`src/rtl/cfg_port_pkg.sv`:
```
package cfg_port_pkg;
  localparam int unsigned CFG_WORD_BITS = 24;
  localparam int unsigned CFG_SEL_BITS  = 2;
  localparam int unsigned CFG_SYNC_LINES = 3;
  // line index in the synchroniser vector
  localparam int unsigned LINE_CLK   = 0;
  localparam int unsigned LINE_DATA  = 1;
  localparam int unsigned LINE_LATCH = 2;
endpackage

```
`src/rtl/cfg_line_sync.sv`:
```
module cfg_line_sync #(
  parameter int unsigned LINES = 3
) (
  input  logic             clk,
  input  logic             rst_n,
  input  logic [LINES-1:0] async_in,
  output logic [LINES-1:0] level,
  output logic [LINES-1:0] rise
);
  for (genvar g = 0; g < LINES; g++) begin : g_line
    logic meta_q, stab_q, last_q;
    always_ff @(posedge clk or negedge rst_n) begin
      if (!rst_n) begin
        meta_q <= 1'b0;
        stab_q <= 1'b0;
        last_q <= 1'b0;
      end else begin
        meta_q <= async_in[g];
        stab_q <= meta_q;
        last_q <= stab_q;
      end
    end
    assign level[g] = stab_q;
    assign rise[g]  = stab_q & ~last_q;
  end
endmodule

```
`src/rtl/cfg_shift_collect.sv`:
```
module cfg_shift_collect #(
  parameter int unsigned WORD_W = 24,
  localparam int unsigned CNT_MAX = WORD_W + 1,
  localparam int unsigned CNT_W = $clog2(CNT_MAX + 1)
) (
  input  logic              clk,
  input  logic              rst_n,
  input  logic              bit_in,
  input  logic              bit_stb,
  input  logic              frame_end,
  output logic [WORD_W-1:0] word,
  output logic [CNT_W-1:0]  bit_cnt,
  output logic              word_full
);
  logic [WORD_W-1:0] word_q, word_nxt;
  logic [CNT_W-1:0]  cnt_q, cnt_nxt;
  logic              word_en;

  always_comb begin
    word_en  = bit_stb;
    word_nxt = {word_q[WORD_W-2:0], bit_in};
    cnt_nxt  = cnt_q;
    if (frame_end)
      cnt_nxt = '0;
    else if (bit_stb && (cnt_q != CNT_W'(CNT_MAX)))
      cnt_nxt = cnt_q + 1'b1;
  end

  always_ff @(posedge clk or negedge rst_n) begin
    if (!rst_n) begin
      word_q <= '0;
      cnt_q  <= '0;
    end else begin
      if (word_en) word_q <= word_nxt;
      cnt_q <= cnt_nxt;
    end
  end

  assign word      = word_q;
  assign bit_cnt   = cnt_q;
  assign word_full = (cnt_q == CNT_W'(WORD_W));
endmodule

```
`src/rtl/cfg_reg_bank.sv`:
```
module cfg_reg_bank #(
  parameter int unsigned WORD_W = 24,
  parameter int unsigned SEL_W  = 2,
  localparam int unsigned NREG = 1 << SEL_W
) (
  input  logic                   clk,
  input  logic                   rst_n,
  input  logic                   commit,
  input  logic [WORD_W-1:0]      word,
  output logic [NREG*WORD_W-1:0] regs
);
  for (genvar r = 0; r < NREG; r++) begin : g_reg
    logic [WORD_W-1:0] q;
    logic              en;
    assign en = commit && (word[SEL_W-1:0] == SEL_W'(r));
    always_ff @(posedge clk or negedge rst_n) begin
      if (!rst_n)  q <= '0;
      else if (en) q <= word;
    end
    assign regs[r*WORD_W +: WORD_W] = q;
  end
endmodule

```
`src/rtl/serial_cfg_port.sv`:
```
module serial_cfg_port
  import cfg_port_pkg::*;
#(
  parameter int unsigned WORD_W = CFG_WORD_BITS,
  parameter int unsigned SEL_W  = CFG_SEL_BITS,
  localparam int unsigned NREG  = 1 << SEL_W,
  localparam int unsigned CNT_W = $clog2(WORD_W + 2)
) (
  input  logic                   clk,
  input  logic                   rst_n,
  input  logic                   ser_clk,
  input  logic                   ser_data,
  input  logic                   ser_latch,
  output logic [NREG*WORD_W-1:0] cfg_regs,
  output logic                   frame_err
);
  logic                      rst_meta_q, rst_sync_n;
  logic [CFG_SYNC_LINES-1:0] line_lvl, line_rise;
  logic [WORD_W-1:0]         word;
  logic [CNT_W-1:0]          bit_cnt;
  logic                      word_full, lat_rise, commit;
  logic                      err_q, err_nxt, err_en;

  // asynchronous assert, synchronous release
  always_ff @(posedge clk or negedge rst_n) begin
    if (!rst_n) begin
      rst_meta_q <= 1'b0;
      rst_sync_n <= 1'b0;
    end else begin
      rst_meta_q <= 1'b1;
      rst_sync_n <= rst_meta_q;
    end
  end

  cfg_line_sync #(.LINES(CFG_SYNC_LINES)) u_sync (
    .clk(clk), .rst_n(rst_sync_n),
    .async_in({ser_latch, ser_data, ser_clk}),
    .level(line_lvl), .rise(line_rise)
  );

  assign lat_rise = line_rise[LINE_LATCH];

  cfg_shift_collect #(.WORD_W(WORD_W)) u_shift (
    .clk(clk), .rst_n(rst_sync_n),
    .bit_in(line_lvl[LINE_DATA]), .bit_stb(line_rise[LINE_CLK]),
    .frame_end(lat_rise),
    .word(word), .bit_cnt(bit_cnt), .word_full(word_full)
  );

  assign commit = lat_rise & word_full;

  cfg_reg_bank #(.WORD_W(WORD_W), .SEL_W(SEL_W)) u_bank (
    .clk(clk), .rst_n(rst_sync_n),
    .commit(commit), .word(word), .regs(cfg_regs)
  );

  always_comb begin
    err_en  = lat_rise;
    err_nxt = ~word_full;
  end

  always_ff @(posedge clk or negedge rst_sync_n) begin
    if (!rst_sync_n)  err_q <= 1'b0;
    else if (err_en)  err_q <= err_nxt;
  end

  assign frame_err = err_q;
endmodule

```
`config.mk`:
```
export PLATFORM = sky130hd
export DESIGN_NAME = serial_cfg_port
export DESIGN_NICKNAME = d
export VERILOG_FILES = /design/src/rtl/cfg_port_pkg.sv /design/src/rtl/cfg_line_sync.sv /design/src/rtl/cfg_shift_collect.sv /design/src/rtl/cfg_reg_bank.sv /design/src/rtl/serial_cfg_port.sv
export SDC_FILE = /design/constraint.sdc
export NUM_CORES = 1
export LEC_CHECK = 0
export ABC_AREA = 1
export BUFFER_PORTS_ARGS = -buffer_cell sky130_fd_sc_hd__buf_2
export CORE_UTILIZATION = 55
export CTS_BUF_LIST = sky130_fd_sc_hd__clkbuf_16
export DETAILED_ROUTE_END_ITERATION = 8
export GPL_ROUTABILITY_DRIVEN = 0
export PLACE_DENSITY = 0.8
export SLEW_MARGIN = 20
export SYNTH_ARGS = -nofsm -noshare
export SYNTH_HDL_FRONTEND = slang
export SYNTH_SLANG_ARGS = --single-unit
```
`constraint.sdc`:
```
create_clock -name clk -period 5.48 [get_ports clk]
set_clock_uncertainty 0.2 [all_clocks]
set_input_delay 0.548 -clock clk [delete_from_list [all_inputs] [get_ports clk]]
set_output_delay 0.548 -clock clk [all_outputs]
set_load 0.01 [all_outputs]
```
==> impl_metrics.env <==
export IMPL_status="complete, no violations"
export IMPL_cp_data_required_time_ps=5550
export IMPL_ir_drop_uv=286
export IMPL_drtIter0Drc=203
export IMPL_setup_violations=0
export IMPL_multi_input_area_um2=1490
export IMPL_fin_total_pwr_mw=2.39
export IMPL_drive_gt1_share_pct=30.3
export IMPL_synth_xor_area_share_pct=0.167
export IMPL_synth_seq_cells=136
export IMPL_fin_hold_ws_ps=43.5
export IMPL_crit_chain="inv_1, ha_1, nand2_2, nor2_8, nand3_4, nand2_1, o21ai_2"
export IMPL_yosysSeqAreaShare_pct=64.9
export IMPL_cts_buffers=17
export IMPL_finalHoldViolCount=0
export IMPL_place_hpwl_mm=6.40
export IMPL_die_w_um=99.7
export IMPL_ioPinCount=102
export IMPL_syn_mean_instance_area_um2=11.0
export IMPL_power_density_nw_per_um2=375
export IMPL_final_seq_area_um2=3410
export IMPL_root_buffer="clkbuf_16"
export IMPL_fmax_mhz=460
export IMPL_cts_clk_slew_worst_paths_ps=60
export IMPL_grt_usage_pct=22.9
export IMPL_drc=0
export IMPL_maxSlewHeadroom_pct=36.5
export IMPL_dr_pass1_iters=4
export IMPL_num_rows=35
export IMPL_overflow=0
export IMPL_swShare_pct=22.2
export IMPL_pwr_share_seq_pct=44.5
export IMPL_antenna_found_initial=0
export IMPL_p_switching_uw=532
export IMPL_synth_compound_area_share_pct=13.4
export IMPL_dp_cells=688
export IMPL_synth_area_um2=5250
export IMPL_rsz0062_at_grt="false"
export IMPL_final_max_slew_viol_count=0
export IMPL_htreeDepth=4
export IMPL_cap_violations=0
export IMPL_final_util_pct=69.1
export IMPL_tightest_slew_ps=951
export IMPL_endpoint_kind="register"
export IMPL_layout_commonest_cell="dfrtp_1"
export IMPL_combPwrFrac_pct=3.8
export IMPL_hold_path_class="in -> reg"
export IMPL_cts_setup_buffers=0
export IMPL_fin_crit_sh_pct=39.6
export IMPL_period_minus_slack_ps=2170
export IMPL_grt_pass1_vias=3507
export IMPL_wl_mm=10.5
export IMPL_yosys_area_share_adder_pct=0.715
export IMPL_syn_inst=479
export IMPL_yosysUniqueCellTypes=21
export IMPL_vias_per_cell=5.04
export IMPL_synth_mux_area_share_pct=0
export IMPL_fillers=688
export IMPL_dieArea_um2=9940
export IMPL_areaGrowthSynthToFinish_pct=21.7
export IMPL_cts_resized=0
export IMPL_syn_nets=487
export IMPL_yosys_area_share_simple_pct=14.0
export IMPL_instances_no_fill=720
export IMPL_leakage_nw=3.28
export IMPL_mostFrequentLayoutCells="135 x dfrtp_1, 133 x nand2_1, 101 x buf_2"
export IMPL_chipHeight_um=99.7
export IMPL_max_stage_delay_ps=510
export IMPL_grt_pass1_wl_mm=17.2
export IMPL_slowest_stage="nand3_4"
export IMPL_core_area_um2=9240
export IMPL_critical_path_max_fanout=46
export IMPL_postRouteAntennaNets=0
export IMPL_synth_top_family_by_area="simple AND/OR/NAND/NOR gates"
export IMPL_cts_sinks=136
export IMPL_cts_buffer_depth=2
export IMPL_post_drt_wl_per_cell_um=14.6
export IMPL_n_antenna_cell=0
export IMPL_cp_start_kind="register"
export IMPL_vias=3628
export IMPL_finalNetCount=587
export IMPL_port_buffers=101
export IMPL_intPower_mw=1.86
export IMPL_clockPowerShare_pct=51.7
export IMPL_initial_core_util_pct=56.8
export IMPL_tns_ps=0
export IMPL_tritoncts="built"
export IMPL_cts_hold_buf=1
export IMPL_critPathArrivalTime_ps=2240
export IMPL_clk_latency_ps=410
export IMPL_yosys_warnings=0
export IMPL_critPathKind="reg -> reg"
export IMPL_grt_max_degree=74
-- layout make-up --
cell class                 count  share of cell area [%]
tap                          129                    2.53
inverter                      41                    2.41
sequential                   136                    53.4
clock inverter                14                    3.49
clock buffer                  17                    6.66
multi-input combinational    280                    23.4
timing repair buffer         103                    8.19
-- metal layers --
layer / vias up / track usage (%) / share of wire, %
met3: 13 / 6.96 / 4.8
li1: 1757 / - / -
met4: 0 / 7.92 / 1.5
met1: 1764 / 31.0 / 46
met5: - / 0 / 0
met2: 94 / 35.4 / 48
-- power groups by stage --
stage / sequential [mW] / clock (mW) / combinational, mW
floorplan: 1.08 / 0 / 0.0634
global placement: 1.08 / 0 / 0.0874
detailed placement: 1.08 / 0 / 0.0901
CTS: 1.07 / 1.25 / 0.0930
global route: 1.07 / 1.30 / 0.106
finish: 1.07 / 1.24 / 0.0916
-- stage by stage --
step / instance area (um^2) / setup WS [ps]
5_1_grt: 6390 / 3100
4_1_cts: 6390 / 3290
3_5_place_dp: 5730 / 3320
2_1_floorplan: 5250 / 1210
3_3_place_gp: 5730 / 3370
6_report: 6390 / 3310
-- registers in the layout, indices dropped and copies added, names as in the netlist --
signal                flops
u_shift.word             24
u_sync.g_line.last_q      2
u_shift.bit_cnt           5
u_sync.g_line.stab_q      3
u_sync.g_line.meta_q      3
rst_meta_q                1
u_bank.g.q               96
frame_err                 1
rst_sync_n                1
-- final timing paths --
kind	startpoint	endpoint	slack, ps	depth (start not counted)
max	u_shift.bit_cnt[0]	u_bank.g_reg[1].q[7]	3310	7
min	ser_latch	u_sync.g_line[2].meta_q	40	1
max reg2reg	u_shift.bit_cnt[0]	u_bank.g_reg[1].q[7]	3310	7
min reg2reg	u_sync.g_line[2].meta_q	u_sync.g_line[2].stab_q	150	0
max in group asynchronous	rst_sync_n	u_bank.g_reg[0].q[7]	3540	1
min in group asynchronous	rst_sync_n	u_sync.g_line[0].meta_q	250	0
-- Yosys cell counts --
| master | number | area (um^2) |
|---|---|---|
| nor2_8 | 2 | 40.0 |
| dfrtp_1 | 136 | 3400 |
| conb_1 | 1 | 3.75 |
| clkbuf_1 | 4 | 15.0 |
| inv_1 | 40 | 150 |
| buf_6 | 16 | 180 |
| nand2_1 | 133 | 499 |
| inv_2 | 1 | 3.75 |
| o21ai_0 | 25 | 125 |
| nand2_8 | 1 | 20.0 |
| nor2_1 | 7 | 26.3 |
| xor2_1 | 1 | 8.76 |
| nand4_1 | 5 | 31.3 |
| nand3_1 | 8 | 40.0 |
| nand2_2 | 1 | 6.26 |
| o21ai_1 | 53 | 265 |
| o21ai_2 | 35 | 307 |
| buf_2 | 2 | 10.0 |
| ha_1 | 3 | 37.5 |
| nand3_4 | 4 | 70.1 |
| a21oi_1 | 1 | 5.00 |
-- worst max-delay path, delay by kind of cell (launching register included) --
family                   cells  cell delay, ps
adder cells (fa/ha/maj)      1             160
AND/OR/NAND/NOR              4            1050
buffers and inverters        1             100
flip-flops                   1             440
AO/OA/AOI/OAI                1              80
-- cell families (layout without fill, tap and decap cells) --
kind of cell,count (synthesis),after routing
and+or+nand+nor,161,161
DFF,136,136
AOI/OAI and AO/OA,114,114
buffers and inverters,63,175
adders and majority gates,3,3
other,1,1
xor gates and xnor gates,1,1
(Power assumes the default switching activity.)
